[src/rtl/mat_pkg.sv]
package mat_pkg;

   // entry type codes, bits 61:60
   localparam logic [1:0] ETYPE_FREE      = 2'd0;
   localparam logic [1:0] ETYPE_ADDR      = 2'd1;
   localparam logic [1:0] ETYPE_VLAN      = 2'd2;
   localparam logic [1:0] ETYPE_VLAN_ADDR = 2'd3;

   // unicast kind / multicast state, bits 63:62
   localparam logic [1:0] UKIND_PERSIST   = 2'd0;
   localparam logic [1:0] UKIND_UNTOUCHED = 2'd1;
   localparam logic [1:0] UKIND_OUI       = 2'd2;
   localparam logic [1:0] UKIND_TOUCHED   = 2'd3;
   localparam logic [1:0] MSTATE_FWD      = 2'd3;

   // register word addresses
   localparam int RA_CTRL  = 0;
   localparam int RA_INDEX = 1;
   localparam int RA_WHI   = 2;
   localparam int RA_WMID  = 3;
   localparam int RA_WLO   = 4;
   localparam int RA_PORT0 = 5;

   typedef enum logic [1:0] {
      SC_IDLE   = 2'd0,
      SC_SWEEP  = 2'd1,
      SC_COMMIT = 2'd2
   } scan_state_t;

   function automatic logic holds_addr(input logic [1:0] etype);
      return (etype == ETYPE_ADDR) || (etype == ETYPE_VLAN_ADDR);
   endfunction

   function automatic logic is_reclaimable(input logic [1:0] etype,
                                           input logic       grp_bit,
                                           input logic [1:0] ukind);
      return holds_addr(etype) && !grp_bit &&
             ((ukind == UKIND_UNTOUCHED) || (ukind == UKIND_TOUCHED));
   endfunction

endpackage

[src/rtl/mat_store.sv]
module mat_store #(
   parameter int DEPTH   = 16,
   parameter int IDX_W   = 4,
   parameter int ENTRY_W = 69
) (
   input  logic               clk,
   input  logic               rst_n,
   input  logic               clr,
   input  logic               wr_en,
   input  logic [IDX_W-1:0]   wr_idx,
   input  logic [ENTRY_W-1:0] wr_entry,
   input  logic [IDX_W-1:0]   a_idx,
   output logic [ENTRY_W-1:0] a_entry,
   input  logic [IDX_W-1:0]   b_idx,
   output logic [ENTRY_W-1:0] b_entry
);

   logic [DEPTH-1:0][ENTRY_W-1:0] flat;

   for (genvar i = 0; i < DEPTH; i++) begin : g_ent
      logic [ENTRY_W-1:0] ent_q;
      always_ff @(posedge clk or negedge rst_n) begin
         if (!rst_n)
            ent_q <= '0;
         else if (clr)
            ent_q <= '0;
         else if (wr_en && (wr_idx == IDX_W'(i)))
            ent_q <= wr_entry;
      end
      assign flat[i] = ent_q;
   end

   assign a_entry = flat[a_idx];
   assign b_entry = flat[b_idx];

endmodule

[src/rtl/mat_scan.sv]
module mat_scan
   import mat_pkg::*;
#(
   parameter int DEPTH   = 16,
   parameter int PORTS   = 3,
   parameter int IDX_W   = 4,
   parameter int ENTRY_W = 69
) (
   input  logic               clk,
   input  logic               rst_n,
   input  logic               start,
   input  logic               mcast,
   input  logic [47:0]        mac,
   input  logic [1:0]         port,
   input  logic [PORTS-1:0]   mask,
   input  logic               secure,
   input  logic               blocked,
   output logic [IDX_W-1:0]   rd_idx,
   input  logic [ENTRY_W-1:0] rd_entry,
   output logic               wr_en,
   output logic [IDX_W-1:0]   wr_idx,
   output logic [ENTRY_W-1:0] wr_entry,
   output logic               busy,
   output logic               done,
   output logic               full,
   output logic [IDX_W-1:0]   index
);

   localparam logic [IDX_W-1:0] LAST = IDX_W'(DEPTH - 1);

   scan_state_t        state;
   logic [IDX_W-1:0]   idx;
   logic               r_mcast, r_sec, r_blk;
   logic [47:0]        r_mac;
   logic [1:0]         r_port;
   logic [PORTS-1:0]   r_mask;

   logic               m_hit, f_hit, a_hit;
   logic [IDX_W-1:0]   m_idx, f_idx, a_idx;
   logic [ENTRY_W-1:0] m_ent;

   logic               now_match, now_free, now_age;
   logic               any_hit;
   logic [IDX_W-1:0]   pick;
   logic [ENTRY_W-1:0] base, build;

   // classify the entry under the sweep pointer
   always_comb begin
      now_match = holds_addr(rd_entry[61:60]) && (rd_entry[47:0] == r_mac);
      now_free  = (rd_entry[61:60] == ETYPE_FREE);
      now_age   = is_reclaimable(rd_entry[61:60], rd_entry[40], rd_entry[63:62]);
   end

   always_ff @(posedge clk or negedge rst_n) begin
      if (!rst_n) begin
         state   <= SC_IDLE;
         idx     <= '0;
         r_mcast <= 1'b0;
         r_sec   <= 1'b0;
         r_blk   <= 1'b0;
         r_mac   <= '0;
         r_port  <= '0;
         r_mask  <= '0;
         m_hit   <= 1'b0;
         f_hit   <= 1'b0;
         a_hit   <= 1'b0;
         m_idx   <= '0;
         f_idx   <= '0;
         a_idx   <= '0;
         m_ent   <= '0;
      end else begin
         case (state)
            SC_IDLE: begin
               if (start) begin
                  state   <= SC_SWEEP;
                  idx     <= '0;
                  m_hit   <= 1'b0;
                  f_hit   <= 1'b0;
                  a_hit   <= 1'b0;
                  r_mcast <= mcast;
                  r_mac   <= mac;
                  r_port  <= port;
                  r_mask  <= mask;
                  r_sec   <= secure;
                  r_blk   <= blocked;
               end
            end
            SC_SWEEP: begin
               if (now_match && !m_hit) begin
                  m_hit <= 1'b1;
                  m_idx <= idx;
                  m_ent <= rd_entry;
               end
               if (now_free && !f_hit) begin
                  f_hit <= 1'b1;
                  f_idx <= idx;
               end
               if (now_age && !a_hit) begin
                  a_hit <= 1'b1;
                  a_idx <= idx;
               end
               if (idx == LAST)
                  state <= SC_COMMIT;
               else
                  idx <= idx + 1'b1;
            end
            SC_COMMIT: state <= SC_IDLE;
            default:   state <= SC_IDLE;
         endcase
      end
   end

   // priority: same address, then free, then reclaimable unicast
   always_comb begin
      any_hit = m_hit || f_hit || a_hit;
      if (m_hit)      pick = m_idx;
      else if (f_hit) pick = f_idx;
      else            pick = a_idx;
   end

   always_comb begin
      base  = (r_mcast && m_hit) ? m_ent : '0;
      build = base;
      build[61:60] = ETYPE_ADDR;
      build[47:0]  = r_mac;
      if (r_mcast) begin
         build[63:62]       = MSTATE_FWD;
         build[66 +: PORTS] = base[66 +: PORTS] | r_mask;
      end else begin
         build[63:62] = UKIND_PERSIST;
         build[64]    = r_sec;
         build[65]    = r_blk;
         build[67:66] = r_port;
      end
   end

   assign rd_idx   = idx;
   assign busy     = (state != SC_IDLE);
   assign done     = (state == SC_COMMIT);
   assign full     = done && !any_hit;
   assign wr_en    = done && any_hit;
   assign wr_idx   = pick;
   assign wr_entry = build;
   assign index    = pick;

endmodule

[src/rtl/mac_tbl_insert.sv]
module mac_tbl_insert
   import mat_pkg::*;
#(
   parameter  int DEPTH   = 16,
   parameter  int PORTS   = 3,
   parameter  int AW      = 4,
   localparam int IDX_W   = (DEPTH > 1) ? $clog2(DEPTH) : 1,
   localparam int ENTRY_W = (66 + PORTS > 68) ? (66 + PORTS) : 68
) (
   input  logic               clk,
   input  logic               rst_n,
   input  logic               reg_req,
   input  logic               reg_we,
   input  logic [AW-1:0]      reg_addr,
   input  logic [31:0]        reg_wdata,
   output logic               reg_ready,
   output logic [31:0]        reg_rdata,
   input  logic               ins_req,
   input  logic               ins_mcast,
   input  logic [47:0]        ins_mac,
   input  logic [1:0]         ins_port,
   input  logic [PORTS-1:0]   ins_mask,
   input  logic               ins_secure,
   input  logic               ins_blocked,
   output logic               ins_busy,
   output logic               ins_done,
   output logic               ins_full,
   output logic [IDX_W-1:0]   ins_index,
   output logic               tbl_enable,
   output logic               tbl_vlan_aware,
   output logic [2*PORTS-1:0] port_state
);

   localparam int HI_W = ENTRY_W - 64;

   if (PORTS < 2 || PORTS > 4) begin : g_bad_ports
      $error("PORTS must lie in 2..4 for a 2-bit port number field");
   end
   if (DEPTH < 2) begin : g_bad_depth
      $error("DEPTH must be at least 2");
   end
   if (RA_PORT0 + PORTS > (1 << AW)) begin : g_bad_aw
      $error("AW too narrow for the port state registers");
   end

   logic                    ctrl_en, ctrl_vlan;
   logic [IDX_W-1:0]        sel_idx;
   logic [HI_W-1:0]         d_hi;
   logic [31:0]             d_mid, d_lo;
   logic [PORTS-1:0][1:0]   pstate;

   logic                    acc_wr;
   logic                    clr_pulse, tbl_store, tbl_load;
   logic [IDX_W-1:0]        w_idx;

   logic                    sc_busy, sc_wr_en;
   logic [IDX_W-1:0]        sc_rd_idx, sc_wr_idx;
   logic [ENTRY_W-1:0]      sc_rd_ent, sc_wr_ent, a_ent;

   logic                    st_wr_en;
   logic [IDX_W-1:0]        st_wr_idx;
   logic [ENTRY_W-1:0]      st_wr_ent;

   assign reg_ready = !sc_busy;
   assign acc_wr    = reg_req && reg_we && !sc_busy;
   assign w_idx     = reg_wdata[IDX_W-1:0];
   assign clr_pulse = acc_wr && (reg_addr == AW'(RA_CTRL)) && reg_wdata[30];
   assign tbl_store = acc_wr && (reg_addr == AW'(RA_INDEX)) && reg_wdata[31];
   assign tbl_load  = acc_wr && (reg_addr == AW'(RA_INDEX)) && !reg_wdata[31];

   always_ff @(posedge clk or negedge rst_n) begin
      if (!rst_n) begin
         ctrl_en   <= 1'b0;
         ctrl_vlan <= 1'b0;
         sel_idx   <= '0;
         d_hi      <= '0;
         d_mid     <= '0;
         d_lo      <= '0;
         pstate    <= '0;
      end else if (acc_wr) begin
         if (reg_addr == AW'(RA_CTRL)) begin
            ctrl_en   <= reg_wdata[31];
            ctrl_vlan <= reg_wdata[2];
         end
         if (reg_addr == AW'(RA_INDEX))
            sel_idx <= w_idx;
         if (tbl_load) begin
            d_hi  <= a_ent[ENTRY_W-1:64];
            d_mid <= a_ent[63:32];
            d_lo  <= a_ent[31:0];
         end
         if (reg_addr == AW'(RA_WHI))  d_hi  <= reg_wdata[HI_W-1:0];
         if (reg_addr == AW'(RA_WMID)) d_mid <= reg_wdata;
         if (reg_addr == AW'(RA_WLO))  d_lo  <= reg_wdata;
         for (int p = 0; p < PORTS; p++) begin
            if (reg_addr == AW'(RA_PORT0 + p))
               pstate[p] <= reg_wdata[1:0];
         end
      end
   end

   always_comb begin
      reg_rdata = '0;
      if (reg_addr == AW'(RA_CTRL))
         reg_rdata = {ctrl_en, 1'b0, 27'd0, ctrl_vlan, 2'd0};
      else if (reg_addr == AW'(RA_INDEX))
         reg_rdata[IDX_W-1:0] = sel_idx;
      else if (reg_addr == AW'(RA_WHI))
         reg_rdata[HI_W-1:0] = d_hi;
      else if (reg_addr == AW'(RA_WMID))
         reg_rdata = d_mid;
      else if (reg_addr == AW'(RA_WLO))
         reg_rdata = d_lo;
      else begin
         for (int p = 0; p < PORTS; p++) begin
            if (reg_addr == AW'(RA_PORT0 + p))
               reg_rdata[1:0] = pstate[p];
         end
      end
   end

   // register store and engine commit never coincide: stores need !busy
   assign st_wr_en  = tbl_store || sc_wr_en;
   assign st_wr_idx = tbl_store ? w_idx : sc_wr_idx;
   assign st_wr_ent = tbl_store ? {d_hi, d_mid, d_lo} : sc_wr_ent;

   mat_store #(
      .DEPTH   (DEPTH),
      .IDX_W   (IDX_W),
      .ENTRY_W (ENTRY_W)
   ) u_store (
      .clk      (clk),
      .rst_n    (rst_n),
      .clr      (clr_pulse),
      .wr_en    (st_wr_en),
      .wr_idx   (st_wr_idx),
      .wr_entry (st_wr_ent),
      .a_idx    (w_idx),
      .a_entry  (a_ent),
      .b_idx    (sc_rd_idx),
      .b_entry  (sc_rd_ent)
   );

   mat_scan #(
      .DEPTH   (DEPTH),
      .PORTS   (PORTS),
      .IDX_W   (IDX_W),
      .ENTRY_W (ENTRY_W)
   ) u_scan (
      .clk      (clk),
      .rst_n    (rst_n),
      .start    (ins_req && ctrl_en),
      .mcast    (ins_mcast),
      .mac      (ins_mac),
      .port     (ins_port),
      .mask     (ins_mask),
      .secure   (ins_secure),
      .blocked  (ins_blocked),
      .rd_idx   (sc_rd_idx),
      .rd_entry (sc_rd_ent),
      .wr_en    (sc_wr_en),
      .wr_idx   (sc_wr_idx),
      .wr_entry (sc_wr_ent),
      .busy     (sc_busy),
      .done     (ins_done),
      .full     (ins_full),
      .index    (ins_index)
   );

   assign ins_busy       = sc_busy;
   assign tbl_enable     = ctrl_en;
   assign tbl_vlan_aware = ctrl_vlan;
   assign port_state     = pstate;

endmodule

[config.mk]
export PLATFORM = sky130hd
export DESIGN_NAME = mac_tbl_insert
export DESIGN_NICKNAME = d
export VERILOG_FILES = /design/src/rtl/mat_pkg.sv /design/src/rtl/mat_store.sv /design/src/rtl/mat_scan.sv /design/src/rtl/mac_tbl_insert.sv
export SDC_FILE = /design/constraint.sdc
export NUM_CORES = 2
export LEC_CHECK = 0
export BUFFER_PORTS_ARGS = -buffer_cell sky130_fd_sc_hd__buf_2
export CAP_MARGIN = 5
export CORE_ASPECT_RATIO = 0.6
export CORE_MARGIN = 3
export CORE_UTILIZATION = 30
export DETAILED_ROUTE_END_ITERATION = 10
export PLACE_DENSITY = 0.51
export SLEW_MARGIN = 5
export SYNTH_ARGS = -nofsm -noshare
export SYNTH_HDL_FRONTEND = slang
export SYNTH_SLANG_ARGS = --single-unit
export TNS_END_PERCENT = 1
[constraint.sdc]
create_clock -name clk -period 4 [get_ports clk]
set_clock_uncertainty 0.05 [all_clocks]
set_input_delay 0.4 -clock clk [delete_from_list [all_inputs] [get_ports clk]]
set_output_delay 0.4 -clock clk [all_outputs]
set_load 0.02 [all_outputs]
After elaboration in Yosys (flattened, before gate mapping)
Cells that the tools add are included.
Word-level totals
  flip-flop bits (word level): 1331
  input bits: 97
Operators by class
  muxes and demuxes: 75
  $lt $le $gt $ge: 2
  reductions and logical operators: 87
  add/subtract/negate cells: 1
  bitwise operators: 1
  equality and inequality tests: 36
Operator list (count)
  $mux 69: 36
  $bmux 69 s4: 2
  $mux 32: 6
  $eq 48x48->1: 1
  $reduce_bool 2->1: 21
  $eq 4x4->1 const B: 9
  $logic_and 1x1->1: 33
  $eq 4x3->1 const B: 8
  $mux 30: 1
  $mux 28: 1
  $mux 27: 1
  $reduce_and 2->1: 13
  $mux 4: 6
  $mux 2: 9
  $eq 4x2->1 const B: 4
  $mux 5: 3
  $reduce_and 3->1: 4
  $lt 4x5->1 const B: 2
  $ne 2x1->1 const B: 5
  $eq 4x1->1 const B: 2
  $logic_not 4->1: 2
  $pmux 4 s2: 1
  $logic_not 1->1: 7
  $eq 2x1->1 const B: 3
  other kinds (9): 22

Longest topological paths before layout
  depth in word-level cells: 10
  depth in mapped cells: 15
  mapped depth without buffers: 9

Hierarchy
Synthesis repeated with hierarchy kept, for this count alone.
Unflattened totals
  cells, all modules: 7314
  area total of the unflattened synthesis: 72976.2 sq um
Modules (own cells, without submodules)
  mat_store: cells an instance 6341, area an instance 63327.0 sq um, instances 1, sequential area each 27626.5 sq um
  mac_tbl_insert: cells an instance 511, area an instance 5192.5 sq um, instances 1, sequential area each 2026.9 sq um
  mat_scan: cells an instance 462, area an instance 4456.8 sq um, instances 1, sequential area each 2352.3 sq um

Least setup slack after synthesis
Ideal clock, no wire load.
  kind: register to register
  start: register u_scan.idx[0] (netlist: u_scan.rd_idx[0])
  end: register u_scan.m_ent[49]
  stages on the path, launching flop included: 12
  path buffers: 8
  setup time: 0.125 ns
  period minus slack after synthesis: 3.823 ns
  setup slack: 0.177 ns
  arrival: 3.648 ns
  path through: dfrtp_1 > buf_6 > buf_4 > buf_2 > buf_6 > buf_6 > buf_6 > buf_2 > buf_1 > mux4_4 > mux4_2 > mux2_4
On the way
  word-level cells in the longest chain between the ends: 7
RTL lines
  start: declaration: RTL line mat_scan.sv:32  | logic [IDX_W-1:0] idx;
  start signal: assignment: RTL line mat_scan.sv:105  | idx <= idx + 1'b1;
  $bmux 69 s4 *: RTL line mat_store.sv:34  | assign b_entry = flat[b_idx];
  $mux 69 (not written as such) *: RTL line mat_store.sv:34
  parallel branches: the longest is 5 deep, another holds $eq 48x48->1
  end signal: assignment: RTL line mat_scan.sv:92  | m_ent <= rd_entry;
  end: declaration: RTL line mat_scan.sv:40  | logic [ENTRY_W-1:0] m_ent;
Mark *: on every way between the ends. The select of a mux whose other input is x is not followed.
A chain may end at the register's enable or synchronous reset.

Worst setup path in the final report
  start: register u_scan.idx[0] (netlist: u_scan.rd_idx[0])
  end: register u_scan.m_ent[55]
The elaborated chain is that of the path after synthesis.

==> flow_metrics.env <==
export IMPL_dp_hpwl_mm=196
export IMPL_layout_commonest_cell="nand2_1"
export IMPL_die_width_um=614
export IMPL_num_io_pins=145
export IMPL_final_util_pct=35.5
export IMPL_syn_num_nets=6271
export IMPL_grt_max_degree=117
export IMPL_die_area_um2=227000
export IMPL_clock_sinks=1279
export IMPL_p_int_w=0.0285
export IMPL_end_kind="flip-flop"
export IMPL_netlist_area_um2=66500
export IMPL_routed_wl_mm=282
export IMPL_row_count=133
export IMPL_cts_root_buffer="clkbuf_16"
export IMPL_ant_nets=0
export IMPL_p_clk_share_pct=25.7
export IMPL_start_util_pct=30.3
export IMPL_synth_cell_type_count=76
export IMPL_r2r_end="u_scan.m_ent[55]"
export IMPL_worstRegToRegCells=14
export IMPL_r2r_start="u_scan.rd_idx[0]"
export IMPL_clk_path_buf_depth=3
export IMPL_whs_path_depth=3
export IMPL_wl_per_cell_um=30.3
export IMPL_power_frac_comb_pct=36.7
export IMPL_fin_crit_sh_pct=110
export IMPL_clk_latency_ns=0.76
export IMPL_port_buffer_count=144
export IMPL_ctsHtreeMaxLevel=3
export IMPL_dr_pass1_iters=8
export IMPL_violations="negative setup slack"
export IMPL_maxCapViolCount=0
export IMPL_holdPathEnd="d_mid[12]"
export IMPL_post_route_min_period_ns=4.41
export IMPL_cp_start_kind="flip-flop"
export IMPL_ys_seq_area_share_pct=48.1
export IMPL_power_density_nw_per_um2=603
export IMPL_timing_fmax_ghz=0.227
export IMPL_avgSynthCellArea_um2=10.8
export IMPL_final_setup_viol_count=22
export IMPL_synth_cells=6173
export IMPL_synth_seq_cells=1279
export IMPL_grt_usage_pct=24.5
export IMPL_rsz0062_at_grt="yes"
export IMPL_dp_cells=9022
export IMPL_seqPwrFrac_pct=37.5
export IMPL_ir_drop_mv=0.446
export IMPL_crit_type="flip-flop to flip-flop"
export IMPL_drive_above_1_share_pct=22.8
export IMPL_tightest_slew_ns=1.23
export IMPL_status="finished, violations left"
export IMPL_ys_flop_type="dfrtp_1"
export IMPL_fin_cells=9328
export IMPL_grt_pass1_wl_mm=402
export IMPL_drc=0
export IMPL_synthToLayoutAreaGrowth_pct=17.3
export IMPL_worstPathMaxFanout=10
export IMPL_place_congestion=1.02
export IMPL_initialDrtViolationCount=6609
export IMPL_yosysWarningCount=0
export IMPL_p_leak_nw=33.3
export IMPL_async_reset_ff_share_pct=100
export IMPL_p_sw_share_pct=39.3
export IMPL_core_area_um2=220000
export IMPL_antenna_found_initial=14
export IMPL_nets=6419
export IMPL_slew_violations=0
export IMPL_grt_pass1_vias=51400
export IMPL_synth_edf_count=0
export IMPL_holdCritStartpoint="reg_wdata[12]"
export IMPL_arrival_ns=4.97
export IMPL_overflow=0
export IMPL_vias=53600
export IMPL_slew_headroom_pct=18.3
export IMPL_vias_per_cell=5.75
export IMPL_clk_pin_slew_ns=0.07
export IMPL_hold_path_class="primary input to flip-flop"
export IMPL_p_switching_w=0.0185
export IMPL_die_h_um=371
export IMPL_cts_buffers=118
export IMPL_layout_setup_ws_ns=-0.413
export IMPL_layout_common_cells="nand2_1 (1,339), dfrtp_1 (1,275), o21ai_0 (1,210), mux4_2 (507), nand3_1 (333)"
export IMPL_r2r_slack_ns=-0.41
export IMPL_finalHoldViolCount=0
export IMPL_cts_tree="built"
export IMPL_critical_path_required_ns=4.56
## worst max-delay path by stage
stage,end,slack [ns],cells after the start,start
finish,u_scan.m_ent[55],-0.41,14,u_scan.rd_idx[0]
global route,u_scan.m_ent[55],-0.44,14,u_scan.rd_idx[1]
CTS,u_scan.m_ent[49],-0.28,15,u_scan.rd_idx[1]
detailed placement,u_scan.m_ent[68],-0.92,13,u_scan.rd_idx[1]
global placement,u_scan.m_ent[68],-0.97,13,u_scan.rd_idx[1]
floorplan,u_scan.m_ent[49],0.18,11,u_scan.rd_idx[0]
## layer usage
metal | share of wire [%] | GRT usage [%] | vias to the layer above
li1 | - | - | 22700
met3 | 11 | 7.43 | 394
met5 | 0.089 | 0 | -
met1 | 45 | 36.9 | 27800
met2 | 41 | 33.8 | 2821
met4 | 2.8 | 5.84 | 8
## cell type report
class	instances	area, um2
clock inverter	58	571
fill	21700	142000
clock buffer	164	3410
inverter	21	83.8
antenna	3	7.51
timing repair buffer	633	5980
tap	2902	3630
multi-input combinational	4268	32300
sequential	1279	32000
## cells in the mapped netlist (35+ instances only)
library cell	count	area [um2]
nand2_1	1347	5060
buf_2	35	175
a21oi_1	37	185
dfrtp_1	1279	32000
a22o_1	41	359
nand3_1	336	1680
o21ai_0	1211	6060
clkbuf_1	438	1640
a22oi_1	45	338
mux2i_1	218	2180
a211oi_1	37	278
o22ai_1	39	244
nor2b_1	48	300
mux2_2	59	664
mux4_2	506	11400
buf_1	98	368
nor2_1	44	165
## per-stage QoR
stage | hold WS (ns) | total power, W | TNS [ns] | area (um2) | worst slack, ns
6_report | 0.0408 | 0.0470 | -7.98 | 78000 | -0.413
5_1_grt | 0.0281 | 0.0488 | -8.92 | 78000 | -0.444
4_1_cts | 0.000904 | 0.0463 | -5.16 | 77700 | -0.282
3_5_place_dp | 0.381 | 0.0340 | -19.03 | 72900 | -0.917
3_3_place_gp | 0.386 | 0.0338 | -20.10 | 72900 | -0.968
2_1_floorplan | 0.0544 | 0.0259 | 0 | 66500 | 0.177
## registers in the layout, indices dropped and copies added (netlist names), 2 cells and up
signal               flops
u_store.g_ent.ent_q   1104
u_scan.r_mac            48
d_lo                    32
d_mid                   32
u_scan.m_ent            17
port_state               6
d_hi                     5
sel_idx                  4
u_scan.a_idx             4
u_scan.f_idx             4
u_scan.m_idx             4
u_scan.rd_idx            4
u_scan.r_mask            3
u_scan.r_port            2
u_scan.state             2
## power by group through the flow
stage	combinational, W	sequential [W]	clock [W]
global placement	0.0161	0.0177	0
global route	0.0183	0.0178	0.0128
detailed placement	0.0163	0.0177	0
finish	0.0173	0.0176	0.0121
CTS	0.0166	0.0175	0.0122
floorplan	0.00947	0.0165	0
## worst max-delay path, cell delays in order, from the launching register on
cell       delay [ns]
dfrtp_4          0.51
buf_4            0.18
buf_12           0.14
buf_12           0.15
mux4_2           0.57
a211oi_1         0.27
a211o_1          0.13
o21ai_0          0.27
or4_4            0.52
nor4_4           0.35
buf_4            0.17
nor4b_4          0.24
buf_12           0.20
clkbuf_16        0.20
mux2_4           0.31
## kinds of logic (layout without fill, tap and decap cells)
kind of cell | Yosys count | in the layout | synth area share [%]
other | 0 | 3 | 0
flip-flops | 1279 | 1279 | 48.1
buffers and inverters | 626 | 876 | 3.85
multiplexers | 834 | 834 | 23.1
adder cells (fa/ha/maj) | 1 | 1 | 0.0188
AO/OA/AOI/OAI | 1524 | 1524 | 12.6
AND/OR/NAND/NOR | 1868 | 1868 | 11.7
XOR/XNOR | 41 | 41 | 0.540
## repair_timing
| item | in CTS | in global routing |
|---|---|---|
| hold endpoints to repair | 135 | 0 |
| gates resized for setup | 33 | 32 |
| hold buffers | 64 | 0 |
| setup buffers | 7 | 9 |
| pin swaps | 9 | 15 |
| setup endpoints to repair | 22 | 71 |
| cloned | 1 | 3 |
Note: power is estimated with default switching activity, not from simulation.
